===== src/rtl/tifr_pkg.sv =====
package tifr_pkg;
   localparam int NUM_SRC     = 3;
   localparam int IDX_T8_OVF  = 0;
   localparam int IDX_T8_CMP  = 1;
   localparam int IDX_T16_OVF = 2;

   typedef enum logic [1:0] {
      REG_NONE   = 2'd0,
      REG_FLAGS  = 2'd1,
      REG_ENABLE = 2'd2
   } reg_sel_e;
endpackage


===== src/rtl/tifr_event_sel.sv =====
module tifr_event_sel #(
   parameter bit HAS_PWM = 1'b1
) (
   input  logic pwm_mode,
   input  logic wrap_pulse,
   input  logic leave_zero_pulse,
   output logic set_pulse
);
   generate
      if (HAS_PWM) begin : g_pwm
         assign set_pulse = pwm_mode ? leave_zero_pulse : wrap_pulse;
      end else begin : g_plain
         assign set_pulse = wrap_pulse;
      end
   endgenerate
endmodule


===== src/rtl/tifr_flag_bit.sv =====
module tifr_flag_bit (
   input  logic clk,
   input  logic rst_n,
   input  logic set_pulse,
   input  logic ack_pulse,
   input  logic w1c_pulse,
   output logic flag_q
);
   logic clr;
   assign clr = ack_pulse | w1c_pulse;

   always_ff @(posedge clk or negedge rst_n) begin
      if (!rst_n)         flag_q <= 1'b0;
      else if (set_pulse) flag_q <= 1'b1;
      else if (clr)       flag_q <= 1'b0;
   end

   // set has priority over any clear
   assert_set_wins_R7: assert property (@(posedge clk) disable iff (!rst_n)
      set_pulse |=> flag_q);
   // write-one clears when no set
   assert_w1c_clears_R5: assert property (@(posedge clk) disable iff (!rst_n)
      (w1c_pulse && !set_pulse) |=> !flag_q);
   // acknowledge clears when no set
   assert_ack_clears_R6: assert property (@(posedge clk) disable iff (!rst_n)
      (ack_pulse && !set_pulse) |=> !flag_q);
   // no event leaves the flag alone
   assert_hold_R5: assert property (@(posedge clk) disable iff (!rst_n)
      (!set_pulse && !ack_pulse && !w1c_pulse) |=> $stable(flag_q));
endmodule


===== src/rtl/tifr_reg_port.sv =====
module tifr_reg_port
   import tifr_pkg::*;
#(
   parameter int DATA_W      = 8,
   parameter int ADDR_W      = 2,
   parameter int NUM         = 3,
   parameter int FLAG_ADDR   = 0,
   parameter int ENABLE_ADDR = 1
) (
   input  logic              clk,
   input  logic              rst_n,
   input  logic              bus_sel,
   input  logic              bus_we,
   input  logic [ADDR_W-1:0] bus_addr,
   input  logic [DATA_W-1:0] bus_wdata,
   input  logic [NUM-1:0]    flags,
   output logic [NUM-1:0]    flag_w1c,
   output logic [NUM-1:0]    en_q,
   output logic [DATA_W-1:0] bus_rdata
);
   localparam logic [ADDR_W-1:0] FLAG_A = ADDR_W'(FLAG_ADDR);
   localparam logic [ADDR_W-1:0] EN_A   = ADDR_W'(ENABLE_ADDR);

   reg_sel_e sel;
   logic     wr;

   always_comb begin
      if (bus_addr == FLAG_A)     sel = REG_FLAGS;
      else if (bus_addr == EN_A)  sel = REG_ENABLE;
      else                        sel = REG_NONE;
   end

   assign wr = bus_sel & bus_we;

   always_comb begin
      flag_w1c = '0;
      if (wr && sel == REG_FLAGS) flag_w1c = bus_wdata[NUM-1:0];
   end

   always_ff @(posedge clk or negedge rst_n) begin
      if (!rst_n)                       en_q <= '0;
      else if (wr && sel == REG_ENABLE) en_q <= bus_wdata[NUM-1:0];
   end

   always_comb begin
      bus_rdata = '0;
      unique case (sel)
         REG_FLAGS:  bus_rdata[NUM-1:0] = flags;
         REG_ENABLE: bus_rdata[NUM-1:0] = en_q;
         default:    bus_rdata = '0;
      endcase
   end

   // enable register loads written data
   assert_en_load_R9: assert property (@(posedge clk) disable iff (!rst_n)
      (wr && bus_addr == EN_A) |=> en_q == $past(bus_wdata[NUM-1:0]));
   // writes elsewhere leave enables unchanged
   assert_en_keep_R10: assert property (@(posedge clk) disable iff (!rst_n)
      !(wr && bus_addr == EN_A) |=> $stable(en_q));
endmodule


===== src/rtl/tmr_irq_flags.sv =====
module tmr_irq_flags
   import tifr_pkg::*;
#(
   parameter int DATA_W      = 8,
   parameter int ADDR_W      = 2,
   parameter int FLAG_ADDR   = 0,
   parameter int ENABLE_ADDR = 1,
   parameter bit T8_PWM      = 1'b1,
   parameter bit T16_PWM     = 1'b1
) (
   input  logic              clk,
   input  logic              rst_n,
   input  logic              t8_pwm,
   input  logic              t8_wrap,
   input  logic              t8_leave_zero,
   input  logic              t8_match,
   input  logic              t16_pwm,
   input  logic              t16_wrap,
   input  logic              t16_leave_zero,
   input  logic              glob_ie,
   input  logic [NUM_SRC-1:0] ack,
   input  logic              bus_sel,
   input  logic              bus_we,
   input  logic [ADDR_W-1:0] bus_addr,
   input  logic [DATA_W-1:0] bus_wdata,
   output logic [DATA_W-1:0] bus_rdata,
   output logic [NUM_SRC-1:0] irq_req
);
   localparam int ADDR_SPAN = 1 << ADDR_W;

   generate
      if (DATA_W < NUM_SRC) begin : g_bad_width
         $error("DATA_W must hold all flag bits");
      end
      if (FLAG_ADDR == ENABLE_ADDR) begin : g_bad_addr
         $error("flag and enable registers need distinct addresses");
      end
      if (FLAG_ADDR >= ADDR_SPAN || ENABLE_ADDR >= ADDR_SPAN) begin : g_bad_span
         $error("register address outside ADDR_W range");
      end
   endgenerate

   logic [NUM_SRC-1:0] set_pulse;
   logic [NUM_SRC-1:0] flag_q;
   logic [NUM_SRC-1:0] flag_w1c;
   logic [NUM_SRC-1:0] en_q;

   tifr_event_sel #(.HAS_PWM(T8_PWM)) u_sel_t8 (
      .pwm_mode(t8_pwm), .wrap_pulse(t8_wrap),
      .leave_zero_pulse(t8_leave_zero), .set_pulse(set_pulse[IDX_T8_OVF]));

   tifr_event_sel #(.HAS_PWM(T16_PWM)) u_sel_t16 (
      .pwm_mode(t16_pwm), .wrap_pulse(t16_wrap),
      .leave_zero_pulse(t16_leave_zero), .set_pulse(set_pulse[IDX_T16_OVF]));

   assign set_pulse[IDX_T8_CMP] = t8_match;

   genvar gi;
   generate
      for (gi = 0; gi < NUM_SRC; gi++) begin : g_flag
         tifr_flag_bit u_bit (
            .clk(clk), .rst_n(rst_n),
            .set_pulse(set_pulse[gi]), .ack_pulse(ack[gi]),
            .w1c_pulse(flag_w1c[gi]), .flag_q(flag_q[gi]));
         assign irq_req[gi] = glob_ie & en_q[gi] & flag_q[gi];
      end
   endgenerate

   tifr_reg_port #(
      .DATA_W(DATA_W), .ADDR_W(ADDR_W), .NUM(NUM_SRC),
      .FLAG_ADDR(FLAG_ADDR), .ENABLE_ADDR(ENABLE_ADDR)
   ) u_port (
      .clk(clk), .rst_n(rst_n), .bus_sel(bus_sel), .bus_we(bus_we),
      .bus_addr(bus_addr), .bus_wdata(bus_wdata), .flags(flag_q),
      .flag_w1c(flag_w1c), .en_q(en_q), .bus_rdata(bus_rdata));

   // at most one vector acknowledged per cycle
   assert_ack_onehot_R6: assert property (@(posedge clk) disable iff (!rst_n)
      $onehot0(ack));
   // no request without global enable
   assert_req_needs_glob_R8: assert property (@(posedge clk) disable iff (!rst_n)
      (irq_req != '0) |-> glob_ie);
   // normal-mode wrap sets the 8-bit overflow flag
   assert_t8_wrap_R2: assert property (@(posedge clk) disable iff (!rst_n)
      (!t8_pwm && t8_wrap) |=> flag_q[IDX_T8_OVF]);
   // PWM-mode leave-zero sets the 16-bit overflow flag
   assert_t16_pwm_R3: assert property (@(posedge clk) disable iff (!rst_n)
      (t16_pwm && t16_leave_zero) |=> flag_q[IDX_T16_OVF]);
   // compare match sets bit 1
   assert_match_R4: assert property (@(posedge clk) disable iff (!rst_n)
      t8_match |=> flag_q[IDX_T8_CMP]);
endmodule


===== config.mk =====
export PLATFORM = sky130hd
export DESIGN_NAME = tmr_irq_flags
export DESIGN_NICKNAME = d
export VERILOG_FILES = /design/src/rtl/tifr_pkg.sv /design/src/rtl/tifr_event_sel.sv /design/src/rtl/tifr_flag_bit.sv /design/src/rtl/tifr_reg_port.sv /design/src/rtl/tmr_irq_flags.sv
export SDC_FILE = /design/constraint.sdc
export NUM_CORES = 1
export LEC_CHECK = 0
export ABC_AREA = 1
export BUFFER_PORTS_ARGS = -buffer_cell sky130_fd_sc_hd__buf_2
export CAP_MARGIN = 20
export CORE_AREA = 3 3 40 42
export CTS_BUF_LIST = sky130_fd_sc_hd__clkbuf_2
export DETAILED_ROUTE_END_ITERATION = 10
export DIE_AREA = 0 0 43 45
export GPL_ROUTABILITY_DRIVEN = 0
export GPL_TIMING_DRIVEN = 0
export PLACE_DENSITY = 0.74
export RECOVER_POWER = 25
export SLEW_MARGIN = 20
export SYNTH_ARGS = -nofsm -noshare
export SYNTH_HDL_FRONTEND = slang
export SYNTH_SLANG_ARGS = --single-unit

===== constraint.sdc =====
create_clock -name clk -period 0.8 [get_ports clk]
set_clock_uncertainty 0.15 [all_clocks]
set_input_delay 0.04 -clock clk [delete_from_list [all_inputs] [get_ports clk]]
set_output_delay 0.04 -clock clk [all_outputs]
set_load 0.01 [all_outputs]

# Word level (Yosys, flattened, before mapping)
# Cells that the tools add are included.
# Widths: inputs -> output; s select.
[op_classes] reduce_logical=6 n_eq_ne=3 muxes=12 bitwise_logic=10
[ops] op="$mux 1" count=8
[ops] op="$and 1x1->1" count=7
[ops] op="$pmux 3 s2" count=1
[ops] op="$reduce_bool 2->1" count=3
[ops] op="$eq 2x1->1 const B" count=2
[ops] op="$mux 2" count=2
[ops] op="$mux 3" count=1
[ops] op="$or 1x1->1" count=3
[ops] op="$eq 2x2->1 const B" count=1
[ops] op="$logic_and 1x1->1" count=2
[ops] op="$logic_not 2->1" count=1
[totals] input_bits=25 register_bits=6 wordCells=35 output_inout_bits=11

# Logic depth before layout (Yosys ltp)
# Gate-level depths: netlist of run 1.
[depth] depth_word=9 ltp_mapped=5 depth_no_buf=5

# Modules after synthesis
# From an unflattened synthesis of run 1, not the netlist that was laid out.
[unflattened] cells_unflattened=72 hier_area_um2=432.9
[by_module_without_submodules] module="tifr_reg_port" seq_area_each_um2=75.1 cells_per_inst=40 n_inst=1 area_each_um2=249.0
[by_module_without_submodules] module="tifr_flag_bit" seq_area_each_um2=25.0 cells_per_inst=5 n_inst=3 area_each_um2=40.0
[by_module_without_submodules] module="tmr_irq_flags" seq_area_each_um2=0.0 cells_per_inst=9 n_inst=1 area_each_um2=33.8
[by_module_without_submodules] module="tifr_event_sel" seq_area_each_um2=0.0 cells_per_inst=4 n_inst=2 area_each_um2=15.0

# Worst setup path before layout of run 1
# No wires, ideal clock.
[synth_timing] path_kind="reg2out" start="register u_port.en_q[0]" end="output irq_req[0]" stages_incl_launch_ff=3 path_buffers=0 t_required_ns=0.610 slack_ns=-0.065 arrival_time_ns=0.675 cell_sequence="dfrtp_1 > inv_1 > nor3_1"
[synth_between] elab_chain_cells=2
[synth_lines] item="start: declaration" line_no="tifr_reg_port.sv:18" source="output logic [NUM-1:0] en_q,"
[synth_lines] item="start signal: assignment" line_no="tifr_reg_port.sv:42" source="else if (wr && sel == REG_ENABLE) en_q <= bus_wdata[NUM-1:0];"
[synth_lines] item="$and 1x1->1 (2 in series)" line_no="tmr_irq_flags.sv:65" source="assign irq_req[gi] = glob_ie & en_q[gi] & flag_q[gi];"
[synth_lines] item="end: declaration" line_no="tmr_irq_flags.sv:27" source="output logic [NUM_SRC-1:0] irq_req"
# No other way between the ends.

# Worst setup path after layout of run 1
[layout_timing] start="register u_port.en_q[2]" end="output bus_rdata[2]"
[layout_between] elab_chain_cells=1
[layout_lines] item="$pmux 3 s2" line_no="tifr_reg_port.sv:47" source="unique case (sel)"
[layout_lines] item="end: declaration" line_no="tmr_irq_flags.sv:26" source="output logic [DATA_W-1:0] bus_rdata,"
# No other way between the ends.

==> reports/metrics.cfg, run 1 <==
[outcome]
status = finished with violations
violations = hold timing, setup timing

[power_and_ir_drop]
ir_drop_mv = 0.931
p_comb_frac = 0.328
power_switching_uw = 280
sw_frac_of_total = 0.330
p_clk_frac = 0.238
p_leak_uw = 0.000370
pwr_density_cell_mw_per_mm2 = 1380
p_int_uw = 570
pwr-share-seq = 0.434

[min_path]
hold_class = input pin to flop
min_from = t8_match

[yosys]
synth.area.top_cells = dfrtp_1, nand2_1, inv_1, buf_4, nand3_1
post-synth-top-count-cell = nand2_1
ys_seq_area_frac = 0.367
synthCells = 61
syn_avg_cell_area_um2 = 6.71
synth.distinct_cells = 14
synth_ff_type = dfrtp_1
yosys_warnings = 0
yosys-top-cells-count = nand2_1, inv_1, dfrtp_1
syn_area_um2 = 409
synth_largest_area_cell = dfrtp_1
synth_edf_count = 0
async_flop_share = 1.00
ys_seq_elements = 6
synth_top_area_frac = 0.367

[final_layout]
area_growth_pct = 50.5
fin_util = 0.479
n_fill_cell = 121
nets = 121
diodes = 0
layout-drive-gt1-share = 0.511

[drt]
drc = 0
detail-route-antenna-nets = 0
via_per_inst = 4.26
wire_per_inst_um = 8.91
dr.pass1.iters = 4
wirelength_um = 971
num_vias = 464
first_iter_violations = 3

[worst_setup_path]
crit_chain = inv_2, o22ai_1, buf_2
crit_fanout = 2
crit_start = u_port.en_q[2]$_DFFE_PN0P_
timing.rr.start = g_flag[1].u_bit.flag_q$_DFFE_PN0P_
startpoint_type = flop
cp.arrival_ns = 0.92
cp-end-kind = output port
worst_path_largest_cell_delay_ns = 0.36
cp.required_ns = 0.61
cp_slowest_cell = dfrtp_1
crit_type = flop to output port

[global_routing]
antenna_found_initial = 0
track_usage = 0.106
grt_pass1_vias = 408
gr-total-overflow = 0
grt_pass1_wl_um = 1520
grt_max_degree = 7

[cts]
path_clk_slew_ns = 0.06
root_buffer = clkbuf_2
cts_tree = yes
post-cts-setup-buffers = 0
htree_levels = 1
cts_hold_buf = 1
cts_buffers = 3
clock_latency_ns = 0.21
cts.path.max_buffers = 2
cts.sinks = 6

[timing]
layout_min_cycle_time_ns = 1.11
finalCritPeriodShare = 1.38
finalSetupTns_ns = -1.85
holdWs_ns = -0.150
setup_viol = 9
hold_viol = 6
final.setup.worst_slack_ns = -0.306
fmax_mhz = 904
rsz0062_at_grt = yes
slew_viol_final = 0

[floorplan]
num_io_pins = 36
die_w_um = 43
fp-row-count = 13
die_h_um = 45
coreArea_mm2 = 0.00128
dieArea_mm2 = 0.00194
initial_core_util = 0.318

[job]
cap_violations = 0

[placed_design]
io_buffers = 25
hpwlAfterDp_um = 881

[critical path, delay by kind of cell, from the launching register on]
family / cells / cell delay [ns]
buffers and inverters: 2 / 0.21
AO/OA/AOI/OAI: 1 / 0.14
flip-flops: 1 / 0.36
[repair_timing]
action / in CTS / in global routing
endpoints found under the hold margin: 12 / 6
gates cloned: 0 / 0
resized for setup: 4 / 2
pin swaps: 7 / 3
setup endpoints to repair: 9 / 10
[registers in the layout, indices dropped and copies added (netlist names)]
| register | count |
|---|---|
| u_port.en_q | 3 |
| g_flag.u_bit.flag_q | 3 |
[placed cells by master, fill, tap and decap left out]
| cell | instances |
|---|---|
| inv_1 | 6 |
| nand2_1 | 17 |
| conb_1 | 5 |
| buf_2 | 24 |
| nand3_1 | 4 |
| nor2_1 | 2 |
| nor2_4 | 1 |
| o21ai_0 | 2 |
| dfrtp_1 | 6 |
| clkbuf_1 | 1 |
| nor2_2 | 2 |
| o22ai_2 | 1 |
| clkbuf_2 | 3 |
| dlygate4sd3_1 | 1 |
| nor3_2 | 3 |
| inv_2 | 7 |
| buf_4 | 5 |
| o22ai_1 | 2 |
| nand2_2 | 2 |
[logic make-up after synthesis]
group	Yosys count	synth area share
AND/OR/NAND/NOR	31	0.342
buffers and inverters	18	0.211
other	1	0.00917
flip-flops	6	0.367
AO/OA/AOI/OAI	5	0.0703
[metrics by stage]
stage	instance area [um^2]	total power [uW]	cells	hold WS (ns)	worst slack, ns
finish	616	850	109	-0.150	-0.306
global route	616	912	109	-0.144	-0.359
CTS	608	851	109	-0.150	-0.323
detailed placement	583	639	105	-0.283	-0.108
global placement	583	628	105	-0.282	-0.0796
floorplan	439	531	65	-0.406	-0.0153
[metal layers]
layer | GRT usage | vias up | wire length [um]
met3 | 0.0120 | 4 | 68
li1 | - | 242 | -
met1 | 0.105 | 198 | 312
met2 | 0.213 | 20 | 569
met5 | 0 | - | 0
met4 | 0.0542 | 0 | 21
[cell type report]
class                   instances  area (um^2)  share of cell area
well taps                      15         18.8              0.0305
plain buffers                   5         37.5              0.0610
multi-input cells              41          211               0.343
flip-flops and latches          6          150               0.244
repair buffers                 26          134               0.217
inverters                      13         48.8              0.0793
clock buffers                   3         15.0              0.0244
[power groups by stage]
stage / sequential, uW / clock (uW) / combinational (uW)
after global routing: 371 / 224 / 317
after CTS: 369 / 207 / 276
after global placement: 366 / 0 / 262
final: 369 / 202 / 279
after detailed placement: 368 / 0 / 271
after floorplan: 364 / 0 / 167
[worst paths after layout]
path                                                 endpoint  slack, ns  cells past startpoint
min reg2reg                        u_port.en_q[1]$_DFFE_PN0P_       0.34                      2
min                        g_flag[1].u_bit.flag_q$_DFFE_PN0P_      -0.15                      3
max in group asynchronous          u_port.en_q[0]$_DFFE_PN0P_       0.19                      2
max                                              bus_rdata[2]      -0.31                      3
min in group asynchronous  g_flag[1].u_bit.flag_q$_DFFE_PN0P_       0.07                      2
max reg2reg                g_flag[1].u_bit.flag_q$_DFFE_PN0P_      -0.04                      4
Power figures use the tool's default switching activity.
==> inputs of run 2 (changes only) <==
--- a/config.mk
+++ b/config.mk
@@ -8,13 +8,13 @@
 export ABC_AREA = 1
 export BUFFER_PORTS_ARGS = -buffer_cell sky130_fd_sc_hd__buf_2
 export CAP_MARGIN = 20
-export CORE_AREA = 3 3 40 42
+export CORE_MARGIN = 3
+export CORE_UTILIZATION = 30
 export CTS_BUF_LIST = sky130_fd_sc_hd__clkbuf_2
 export DETAILED_ROUTE_END_ITERATION = 10
-export DIE_AREA = 0 0 43 45
 export GPL_ROUTABILITY_DRIVEN = 0
 export GPL_TIMING_DRIVEN = 0
-export PLACE_DENSITY = 0.74
+export PLACE_DENSITY = 0.73
 export RECOVER_POWER = 25
 export SLEW_MARGIN = 20
 export SYNTH_ARGS = -nofsm -noshare
==> run 2 against run 1 <==
Effect of this change: power rose by 5.9%; the flow still finishes with violations (hold timing, setup timing); critical path type unchanged; register-to-register slack got worse by 0.11 ns; largest power group unchanged; sequential power barely moved.
==> reports/metrics.cfg, run 2 (synthesis results as in run 1) <==
[drt]
detail-route-antenna-nets = 0  ; unchanged
wirelength_um = 1050  ; +8.1%
first_iter_violations = 7  ; +4
top_layer = met3
wl_met1_um = 375  ; +20%
wl_met3_um = 88  ; +29%
met2WireLength_um = 585  ; +2.8%
via_per_inst = 4.21  ; -1.0%
num_vias = 472  ; +1.7%
dr.pass1.iters = 2  ; -2
wire_per_inst_um = 9.38  ; +5.2%
drc = 0  ; unchanged

[power_and_ir_drop]
p_int_uw = 605  ; +6.1%
sw_frac_of_total = 0.329  ; -0.00126
p_comb_frac = 0.363  ; +0.035
ir_drop_mv = 0.715  ; -23%
pwr-share-seq = 0.412  ; -0.022
p_clk_frac = 0.225  ; -0.013
p_leak_uw = 0.000393  ; +6.2%
pwr_density_cell_mw_per_mm2 = 1360  ; -1.3%
power_switching_uw = 296  ; +5.5%

[timing]
fmax_mhz = 893  ; -1.2%
layout_min_cycle_time_ns = 1.12  ; +0.0134 ns
finalSetupTns_ns = -2.25  ; -0.392 ns
setup_viol = 10  ; +1
slew_viol_final = 0  ; unchanged
hold_viol = 6  ; unchanged
holdWs_ns = -0.124  ; +0.0256 ns
finalCritPeriodShare = 1.40  ; +0.0168
final.setup.worst_slack_ns = -0.320  ; -0.0134 ns
rsz0062_at_grt = yes

[cts]
cts_tree = yes
htree_levels = 1  ; unchanged
root_buffer = clkbuf_2
path_clk_slew_ns = 0.06  ; about the same
clock_latency_ns = 0.21  ; about the same
cts.path.max_buffers = 2  ; unchanged
cts_hold_buf = 1  ; unchanged
cts_buffers = 3  ; unchanged
cts.sinks = 6  ; unchanged

[final_layout]
area_growth_pct = 61.5
diodes = 0  ; unchanged
multi_input_area_um2 = 216  ; +2.4%
layout.cells.non_filler = 112  ; +2.8%
n_fill_cell = 116  ; -4.1%
seq_area_um2 = 150  ; unchanged
layout_commonest_cell = buf_2
nets = 125  ; +3.3%
mostFrequentLayoutCells = buf_2, nand2_1, inv_2
reg_top3 = g_flag.u_bit.flag_q x3, u_port.en_q x3
layout-drive-gt1-share = 0.551  ; +0.0404

[global_routing]
antenna_found_initial = 0  ; unchanged
grt_max_degree = 7  ; unchanged
gr-total-overflow = 0  ; unchanged
track_usage = 0.114  ; +0.00836
grt_pass1_wl_um = 1590  ; +4.5%
grt_pass1_vias = 394  ; -3.4%

[floorplan]
num_io_pins = 36  ; unchanged
initial_core_util = 0.345  ; +0.0265
coreArea_mm2 = 0.00119  ; -7.7%
dieArea_mm2 = 0.00184  ; -4.8%
fp-row-count = 12  ; -1
die_h_um = 42.9  ; -4.6%
die_w_um = 42.9  ; -0.16%

[worst_setup_path]
cp.arrival_ns = 0.93  ; about the same
cp.required_ns = 0.61  ; about the same
startpoint_type = flop
crit_fanout = 2  ; unchanged
crit_type = flop to output port
cp-end-kind = output port
rrSetupSlack_ns = -0.15  ; -0.11 ns

[placed_design]
io_buffers = 25  ; unchanged
hpwlAfterDp_um = 823  ; -6.5%
dp.cells = 104  ; -0.95%

[outcome]
violations = hold timing, setup timing
status = finished with violations

[job]
cap_violations = 0  ; unchanged

[min_path]
hold_class = input pin to flop

run 2: stage by stage:
step / hold slack, ns / instance area [um^2] / power (uW) / setup slack, ns / util
after detailed placement: -0.279 / 582 / 638 / -0.105 / 0.491
after floorplan: -0.406 / 439 / 531 / -0.0153 / -
after CTS: -0.152 / 647 / 898 / -0.319 / 0.545
final: -0.124 / 661 / 900 / -0.320 / 0.557
after global routing: -0.143 / 661 / 965 / -0.367 / 0.557
after global placement: -0.280 / 582 / 629 / -0.0961 / 0.491
run 2: final timing paths:
| path | end | depth (start not counted) | from |
|---|---|---|---|
| setup / recovery | irq_req[0] | 3 | u_port.en_q[0]$_DFFE_PN0P_ |
| hold / removal | g_flag[1].u_bit.flag_q$_DFFE_PN0P_ | 3 | t8_match |
| setup reg to reg | g_flag[1].u_bit.flag_q$_DFFE_PN0P_ | 5 | g_flag[1].u_bit.flag_q$_DFFE_PN0P_ |
| hold reg to reg | u_port.en_q[2]$_DFFE_PN0P_ | 2 | u_port.en_q[2]$_DFFE_PN0P_ |
| max in group asynchronous | u_port.en_q[1]$_DFFE_PN0P_ | 2 | rst_n |
| min in group asynchronous | u_port.en_q[0]$_DFFE_PN0P_ | 2 | rst_n |
run 2: worst max-delay path: stages, from the launching register on:
cell and delay [ns]:
dfrtp_1 0.36, inv_2 0.05, nor3_2 0.15, buf_2 0.15
run 2: repair_timing:
action / 4_1_cts / 5_1_grt
hold endpoints to repair: 12 / 6
pin swaps: 5 / 5
buffers inserted: 4 / 1
setup endpoints to repair: 9 / 10
resized for setup: 7 / 5
run 2: power by group through the flow:
stage                     logic, uW  clock network (uW)  registers, uW
after detailed placement        269                   0            369
after global placement          263                   0            366
after global routing            362                 229            374
after floorplan                 167                   0            364
final                           327                 203            371
after CTS                       314                 216            368
run 2: per-layer routing:
metal	global-route usage	up-vias
li1	-	253
met1	0.125	201
met2	0.201	18
met3	0.0297	0
met4	0.0542	0
met5	0	-
run 2: cell type report:
cell class	instances	share of cell area
multi-input combinational	41	0.328
timing repair buffer	30	0.265
sequential	6	0.227
inverter	13	0.0739
buffer	5	0.0568
tap	14	0.0265
clock buffer	3	0.0227
==> inputs of run 3 (changes only) <==
--- a/config.mk
+++ b/config.mk
@@ -20,3 +20,4 @@
 export SYNTH_ARGS = -nofsm -noshare
 export SYNTH_HDL_FRONTEND = slang
 export SYNTH_SLANG_ARGS = --single-unit
+export TNS_END_PERCENT = 5
==> run 3 against run 2 <==
Effect of this change: the run still ends with hold timing, setup timing left; worst setup slack lost 0.0090 ns; clock power grew 2%; final area shrank 3.6%; global-route usage grew 0.80 points; register-to-register slack lost 0.04 ns; hold slack lost 0.018 ns; wire length grew 1.6%; critical endpoint is now bus_rdata[1].
==> reports/metrics.cfg, run 3 (synthesis results as in run 1) <==
[outcome]
status = finished with violations
violations = hold timing, setup timing

[timing]
finalCritPeriodShare = 1.41  ; +0.0112
slew_viol_final = 0  ; unchanged
final.setup.worst_slack_ns = -0.329  ; -0.00896 ns
layout_min_cycle_time_ns = 1.13  ; +0.00896 ns
fmax_mhz = 886  ; -0.79%
rsz0062_at_grt = yes
holdWs_ns = -0.143  ; -0.0181 ns
hold_viol = 6  ; unchanged
setup_viol = 11  ; +1

[cts]
cts.path.max_buffers = 2  ; unchanged
cts_buffers = 3  ; unchanged
cts_hold_buf = 1  ; unchanged
cts_tree = yes
cts.sinks = 6  ; unchanged
path_clk_slew_ns = 0.06  ; about the same
clock_latency_ns = 0.22  ; about the same
htree_levels = 1  ; unchanged
root_buffer = clkbuf_2

[final_layout]
area_growth_pct = 55.7
fin_area_um2 = 637  ; -3.6%
fin_util = 0.537  ; -0.0200
n_fill_cell = 125  ; +7.8%
mostFrequentLayoutCells = buf_2, nand2_1, buf_4
seq_area_um2 = 150  ; unchanged
nets = 124  ; -0.80%
reg_top3 = g_flag.u_bit.flag_q x3, u_port.en_q x3
diodes = 0  ; unchanged
layout-drive-gt1-share = 0.526  ; -0.0252
layout_commonest_cell = buf_2
multi_input_area_um2 = 211  ; -2.3%

[floorplan]
die_w_um = 42.9  ; unchanged
fp-row-count = 12  ; unchanged
coreArea_mm2 = 0.00119  ; unchanged
die_h_um = 42.9  ; unchanged
initial_core_util = 0.345  ; unchanged
dieArea_mm2 = 0.00184  ; unchanged
num_io_pins = 36  ; unchanged

[worst_setup_path]
startpoint_type = flop
cp.required_ns = 0.61  ; about the same
cp-end-kind = output port
cp.arrival_ns = 0.94  ; about the same
rr_worst_depth = 4  ; -1
crit_fanout = 2  ; unchanged
crit_type = flop to output port

[drt]
dr.pass1.iters = 4  ; +2
first_iter_violations = 8  ; +1
num_vias = 461  ; -2.3%
detail-route-antenna-nets = 0  ; unchanged
wire_per_inst_um = 9.61  ; +2.5%
via_per_inst = 4.15  ; -1.5%
wirelength_um = 1070  ; +1.6%
drc = 0  ; unchanged

[min_path]
hold_class = input pin to flop
worstHoldPathCells = 3  ; unchanged

[power_and_ir_drop]
total_power_uw = 902  ; +0.15%
p_leak_uw = 0.000385  ; -2.2%
pwr_density_cell_mw_per_mm2 = 1420  ; +3.9%
ir_drop_mv = 0.854  ; +19%

[job]
cap_violations = 0  ; unchanged

[global_routing]
gr-total-overflow = 0  ; unchanged
grt_pass1_wl_um = 1720  ; +7.8%
grt_max_degree = 7  ; unchanged
track_usage = 0.122  ; +0.00798
antenna_found_initial = 0  ; unchanged
grt_pass1_vias = 459  ; +16%

[placed_design]
dp_slack_ns = -0.0927  ; +0.0125 ns
hpwlAfterDp_um = 825  ; +0.23%
placed_cell_area_um2 = 572  ; -1.7%
io_buffers = 25  ; unchanged

-- run 3: cell count changes in the layout (fill, tap and decap cells not counted) --
cell / previous run / this run
nor2_2: 4 / 2
buf_6: 3 / 0
nor2_1: 0 / 2
buf_4: 6 / 8
-- run 3: final cells by class --
type | count | area share
plain buffers | 5 | 0.0589
clock buffers | 3 | 0.0236
inverters | 13 | 0.0766
multi-input cells | 41 | 0.332
flip-flops and latches | 6 | 0.236
well taps | 14 | 0.0275
repair buffers | 29 | 0.246
-- run 3: worst paths after layout --
check | slack, ns | startpoint | to
max | -0.33 | u_port.en_q[1]$_DFFE_PN0P_ | bus_rdata[1]
min | -0.14 | t8_match | g_flag[1].u_bit.flag_q$_DFFE_PN0P_
max reg2reg | -0.19 | u_port.en_q[2]$_DFFE_PN0P_ | u_port.en_q[2]$_DFFE_PN0P_
min reg2reg | 0.39 | u_port.en_q[1]$_DFFE_PN0P_ | u_port.en_q[1]$_DFFE_PN0P_
max in group asynchronous | 0.16 | rst_n | u_port.en_q[1]$_DFFE_PN0P_
min in group asynchronous | 0.10 | rst_n | u_port.en_q[2]$_DFFE_PN0P_
-- run 3: report_power, final --
part / switching (uW) / internal [uW] / total (uW) / leakage [uW]
combinational: 166 / 157 / 323 / 0.000303
sequential: 25.9 / 345 / 370 / 0.0000695
clock: 107 / 102 / 208 / 0.0000125
total: 299 / 603 / 902 / 0.000385
-- run 3: through the flow --
| stage | TNS [ns] | std cells |
|---|---|---|
| after floorplan | -0.143 | 65 |
| after CTS | -2.07 | 110 |
| after global placement | -0.576 | 104 |
| final | -2.18 | 111 |
| after global routing | -2.84 | 111 |
| after detailed placement | -0.645 | 104 |
-- run 3: timing repair --
| action | CTS | global route |
|---|---|---|
| pin swaps | 7 | 3 |
| hold endpoints to repair | 12 | 6 |
| endpoints found under the setup margin | 9 | 11 |
| resized for setup | 5 | 5 |
| buffers inserted | 2 | 1 |
-- run 3: per-layer routing --
layer	wire (um)	GRT usage
met3	101	0.0339
met4	0	0.0542
met1	390	0.125
met5	0	0
met2	575	0.225
-- run 3: worst max-delay path: stages (launching register included) --
cell and delay, ns:
dfrtp_1 0.37, inv_2 0.06, o22ai_2 0.15, buf_2 0.15
